===== config.mk =====
export PLATFORM = sky130hd
export DESIGN_NAME = booth_mult
export DESIGN_NICKNAME = d
export VERILOG_FILES = /design/src/rtl/booth_mult_pkg.sv /design/src/rtl/booth_recode.sv /design/src/rtl/booth_addsub.sv /design/src/rtl/booth_seq_ctrl.sv /design/src/rtl/booth_mult.sv
export SDC_FILE = /design/constraint.sdc
export NUM_CORES = 1
export LEC_CHECK = 0
export BUFFER_PORTS_ARGS = -buffer_cell sky130_fd_sc_hd__buf_4
export CORE_ASPECT_RATIO = 2
export CORE_MARGIN = 5
export CORE_UTILIZATION = 50
export DETAILED_ROUTE_END_ITERATION = 8
export PLACE_DENSITY = 0.71
export SETUP_SLACK_MARGIN = 0.3
export SLEW_MARGIN = 20
export SYNTH_ARGS = -nofsm -noshare
export SYNTH_HDL_FRONTEND = slang
export SYNTH_SLANG_ARGS = --single-unit

===== constraint.sdc =====
create_clock -name clk -period 1.59 [get_ports clk]
set_input_delay 0 -clock clk [delete_from_list [all_inputs] [get_ports clk]]
set_output_delay 0 -clock clk [all_outputs]
set_load 0.02 [all_outputs]

===== src/rtl/booth_mult_pkg.sv =====
package booth_mult_pkg;
  typedef enum logic [1:0] {
    OP_NONE = 2'd0,
    OP_ADD  = 2'd1,
    OP_SUB  = 2'd2
  } booth_op_e;
endpackage


===== src/rtl/booth_recode.sv =====
module booth_recode
  import booth_mult_pkg::*;
(
  input  logic      cur_bit,
  input  logic      prev_bit,
  output booth_op_e op
);
  always_comb begin
    unique case ({cur_bit, prev_bit})
      2'b10:   op = OP_SUB;
      2'b01:   op = OP_ADD;
      default: op = OP_NONE;
    endcase
  end
endmodule


===== src/rtl/booth_addsub.sv =====
module booth_addsub
  import booth_mult_pkg::*;
#(
  parameter int unsigned W = 9
) (
  input  logic [W-1:0] acc,
  input  logic [W-1:0] addend,
  input  booth_op_e    op,
  output logic [W-1:0] sum
);
  always_comb begin
    unique case (op)
      OP_ADD:  sum = acc + addend;
      OP_SUB:  sum = acc - addend;
      default: sum = acc;
    endcase
  end
endmodule


===== src/rtl/booth_seq_ctrl.sv =====
module booth_seq_ctrl #(
  parameter int unsigned STEPS = 8
) (
  input  logic clk,
  input  logic rst_n,
  input  logic start,
  output logic load,
  output logic step_en,
  output logic last_step,
  output logic busy,
  output logic done
);
  localparam int unsigned CW = $clog2(STEPS + 1);
  localparam logic [CW-1:0] LAST = CW'(STEPS - 1);

  logic [CW-1:0] cnt_q, cnt_d;
  logic          busy_q, busy_d;
  logic          done_q, done_d;

  assign load      = start & ~busy_q;
  assign step_en   = busy_q;
  assign last_step = busy_q & (cnt_q == LAST);

  always_comb begin
    cnt_d  = cnt_q;
    busy_d = busy_q;
    done_d = 1'b0;
    if (load) begin
      cnt_d  = '0;
      busy_d = 1'b1;
    end else if (busy_q) begin
      cnt_d = cnt_q + 1'b1;
      if (cnt_q == LAST) begin
        busy_d = 1'b0;
        done_d = 1'b1;
      end
    end
  end

  always_ff @(posedge clk or negedge rst_n) begin
    if (!rst_n) begin
      cnt_q  <= '0;
      busy_q <= 1'b0;
      done_q <= 1'b0;
    end else begin
      cnt_q  <= cnt_d;
      busy_q <= busy_d;
      done_q <= done_d;
    end
  end

  assign busy = busy_q;
  assign done = done_q;
endmodule


===== src/rtl/booth_mult.sv =====
module booth_mult
  import booth_mult_pkg::*;
#(
  parameter int unsigned WIDTH = 8
) (
  input  logic               clk,
  input  logic               rst_n,
  input  logic               start,
  input  logic [WIDTH-1:0]   multiplicand,
  input  logic [WIDTH-1:0]   multiplier,
  output logic               busy,
  output logic               done,
  output logic [2*WIDTH-1:0] product
);
  localparam int unsigned AW = WIDTH + 1;
  localparam int unsigned PW = 2 * WIDTH;

  logic [1:0] rst_sync_q;
  logic       rst_int_n;

  always_ff @(posedge clk or negedge rst_n) begin
    if (!rst_n) rst_sync_q <= 2'b00;
    else        rst_sync_q <= {rst_sync_q[0], 1'b1};
  end
  assign rst_int_n = rst_sync_q[1];

  logic load, step_en, last_step;

  booth_seq_ctrl #(.STEPS(WIDTH)) u_ctrl (
    .clk       (clk),
    .rst_n     (rst_int_n),
    .start     (start),
    .load      (load),
    .step_en   (step_en),
    .last_step (last_step),
    .busy      (busy),
    .done      (done)
  );

  logic [AW-1:0]    acc_q, acc_d;
  logic [AW-1:0]    mcand_q, mcand_d;
  logic [WIDTH-1:0] mplr_q, mplr_d;
  logic             prev_q, prev_d;
  logic [PW-1:0]    prod_q, prod_d;
  logic [AW-1:0]    sum;
  booth_op_e        op;

  booth_recode u_recode (
    .cur_bit  (mplr_q[0]),
    .prev_bit (prev_q),
    .op       (op)
  );

  booth_addsub #(.W(AW)) u_addsub (
    .acc    (acc_q),
    .addend (mcand_q),
    .op     (op),
    .sum    (sum)
  );

  always_comb begin
    acc_d   = acc_q;
    mcand_d = mcand_q;
    mplr_d  = mplr_q;
    prev_d  = prev_q;
    prod_d  = prod_q;
    if (load) begin
      acc_d   = '0;
      mcand_d = {multiplicand[WIDTH-1], multiplicand};
      mplr_d  = multiplier;
      prev_d  = 1'b0;
    end else if (step_en) begin
      acc_d  = {sum[AW-1], sum[AW-1:1]};
      mplr_d = {sum[0], mplr_q[WIDTH-1:1]};
      prev_d = mplr_q[0];
      if (last_step) prod_d = {acc_d[WIDTH-1:0], mplr_d};
    end
  end

  always_ff @(posedge clk or negedge rst_int_n) begin
    if (!rst_int_n) begin
      acc_q   <= '0;
      mcand_q <= '0;
      mplr_q  <= '0;
      prev_q  <= 1'b0;
      prod_q  <= '0;
    end else begin
      if (load | step_en) begin
        acc_q  <= acc_d;
        mplr_q <= mplr_d;
        prev_q <= prev_d;
      end
      if (load)      mcand_q <= mcand_d;
      if (last_step) prod_q  <= prod_d;
    end
  end

  assign product = prod_q;
endmodule


==> metrics.yaml <==
synthesis:
  netlist_top_cells_area: "dfrtp_1 48%, nand2_1 6.9%, o21ai_0 5.7%"
  synth.most_common_cell: "dfrtp_1"
  synth_area_per_cell_um2: 9.92
  netlist_instances: 257
  synth-seq-area-share: 0.481
  yosysTopAreaCell: "dfrtp_1"
  synth_top_cell_area_share: 0.481
  synth_commonest_cells: "49 x dfrtp_1, 47 x nand2_1, 29 x o21ai_0"
  yosysWarnings: 0
  ys_ff_latch: 49
  synth_fp_nets: 288
  synth-async-reset-ratio: 1.00
  synth_edf_count: 0
  ys.flop_type: "dfrtp_1"
  ys_types: 45
  syn_area_mm2: 0.00255
worst_setup_path:
  critPathSlowestCell: "dfrtp_2"
  worstPathArrival_ns: 2.87
  cp_data_required_time_ns: 1.80
  critPathCaptureType: "flip-flop"
  critPathKind: "reg2reg"
  crit_top_cell: "o21ai_1"
  crit_chain: "inv_2 > ha_4 > nor3b_4 > buf_4 > a21oi_1 > xnor2_1 > ha_1 > o21ai_1 > nand2b_1 > o41ai_4 > mux2i_2 > xor2_1 > o21ai_1"
  crit_path_max_fanout: 4
  r2r-start: "mcand_q[1]"
  startpoint: "mcand_q[1]"
  startpoint_type: "flip-flop"
  max_stage_delay_ns: 0.45
worst_hold_path:
  hold_path_class: "in2reg"
  hp-start: "multiplier[7]"
timing:
  layout_min_cycle_time_ns: 2.66
  rsz0062_at_grt: "true"
  hold_viol_final: 0
  max-slew-margin-rel: 0.580
  postLayoutSetupSlackWorst_ns: -1.07
  fin_crit_sh: 1.67
  max_slew.worst_pin.slew_ns: 0.628
  fmax_ghz: 0.376
  drv_slew: 0
  setup_viol: 16
  finalSetupTns_ns: -11.10
  finClkSkew_ns: 0.00665
clock_tree:
  clock_latency_ns: 0.32
  clock_path_buffers: 2
  clock_sink_count: 49
  cts_tree: "yes"
  htree_num_levels: 2
  root_buffer: "clkbuf_8"
  path_clk_slew_ns: 0.10
  cts_buffers: 5
status:
  status: "finished, violations left"
  violations: "negative setup slack"
drt:
  drt-vias-per-instance: 5.50
  first_pass_iters: 4
  drt_iter0_drc: 98
  routedWlPerCell_um: 18.1
  drtAntennaViolNets: 0
  drc: 0
  drt_wl_total_um: 7750
  via_count: 2347
floorplanning:
  core_mm2: 0.00491
  die_h_um: 111
  pin_count: 37
  die_area_mm2: 0.00671
  initial_core_util: 0.519
  num_rows: 36
  die_w_um: 60.5
global_routing:
  grt_remaining_overflow: 0
  grt_pass1_wl_um: 12000
  grt_pass1_vias: 2554
  grt_util_all_layers: 0.237
  antenna_found_initial: 0
  grt_max_degree: 34
finish:
  seq_area_mm2: 0.00123
  antenna_cells: 0
  drive_gt1_frac: 0.443
  synthToLayoutAreaGrowth_pct: 55.1
  layout.nets: 400
  n_fill_cell: 273
  multiInputGateArea_mm2: 0.00148
place:
  place.gp.congestion: 0.799
  io_buffers: 36
  dp_hpwl_um: 4710
job:
  max_cap_violations: 0
-- placed cells by master (no fill, tap or decap), types with 5 or more instances in the layout --
| master | n |
|---|---|
| a21oi_1 | 5 |
| a21oi_2 | 8 |
| buf_4 | 90 |
| buf_6 | 6 |
| clkbuf_8 | 6 |
| dfrtp_1 | 46 |
| dlygate4sd3_1 | 16 |
| ha_1 | 8 |
| mux2_4 | 5 |
| mux2i_1 | 10 |
| nand2_1 | 36 |
| nand2_2 | 6 |
| nand2_4 | 5 |
| nand3b_1 | 5 |
| nor2_1 | 7 |
| o21ai_0 | 19 |
| o21ai_1 | 11 |
| xnor2_1 | 7 |
-- what timing repair did --
item                                   4_1_cts  5_1_grt
setup endpoints to repair                   27       27
pin swaps                                    9       16
endpoints found under the hold margin       16        0
hold buffers                                16        0
gates resized for setup                     36       32
gates cloned                                 1        2
buffers inserted                            11        8
-- cells by family (layout without fill, tap and decap cells) --
| kind of cell | count (synthesis) | after routing | share of synthesized area |
|---|---|---|---|
| AND/OR/NAND/NOR | 85 | 85 | 0.166 |
| AO/OA/AOI/OAI | 59 | 59 | 0.143 |
| flip-flops | 49 | 49 | 0.481 |
| buffers and inverters | 21 | 134 | 0.0324 |
| multiplexers | 18 | 18 | 0.0736 |
| adder cells (fa/ha/maj) | 12 | 12 | 0.0618 |
| XOR/XNOR | 12 | 12 | 0.0412 |
| other | 1 | 1 | 0.00147 |
-- metal layers --
| layer | share of wire | wire length [um] | vias up | track usage |
|---|---|---|---|---|
| li1 | - | - | 1113 | - |
| met1 | 0.35 | 2720 | 1143 | 0.258 |
| met2 | 0.57 | 4410 | 64 | 0.428 |
| met3 | 0.037 | 288 | 27 | 0.0385 |
| met4 | 0.042 | 325 | 0 | 0.103 |
| met5 | 0 | 0 | - | 0 |
-- path summary, 6_finish.rpt --
check	slack, ns	cells after the start	endpoint
worst max-delay path	-1.07	13	product[15]
worst min register to register	0.20	0	product[5]
worst max register to register	-1.07	13	product[15]
min in group asynchronous	0.20	0	product[5]
max in group asynchronous	0.88	1	u_ctrl.busy
worst min-delay path	0.03	3	mplr_q[7]
-- stage by stage --
stage | worst slack (ns) | cells | util | area, um2 | hold WS, ns
3_3_place_gp | -0.934 | 381 | 0.658 | 3230 | -0.218
2_1_floorplan | -0.818 | 257 | - | 2640 | -0.296
5_1_grt | -1.22 | 427 | 0.805 | 3950 | 0.0487
3_5_place_dp | -0.986 | 381 | 0.658 | 3230 | -0.217
4_1_cts | -0.939 | 417 | 0.763 | 3750 | 0.0326
6_report | -1.07 | 427 | 0.805 | 3950 | 0.0279
-- sequential cells by signal, indices dropped and copies added (netlist names), 2 cells and up --
| signal | flops |
|---|---|
| u_ctrl.cnt_q | 4 |
| mplr_q | 8 |
| acc_q | 8 |
| rst_sync_q | 2 |
| product | 16 |
| mcand_q | 8 |
-- critical path: cells and delay by family (launching register included) --
kind                     cells  cell delay, ns
flip-flops                   1            0.45
AND/OR/NAND/NOR              2            0.35
multiplexers                 1            0.35
AO/OA/AOI/OAI                4            0.42
buffers and inverters        2            0.24
XOR/XNOR                     2            0.31
adder cells (fa/ha/maj)      2            0.44
-- cell type report --
class,instances,area share
Timing Repair Buffer,118,0.263
Clock buffer,6,0.0209
Sequential cell,49,0.311
Tap cell,57,0.0180
Clock inverter,2,0.00443
Inverter,8,0.00759
Multi-Input combinational cell,187,0.375
Power is not shown: default switching activity piles up to over one toggle a cycle in this logic, so the estimate is an artifact.
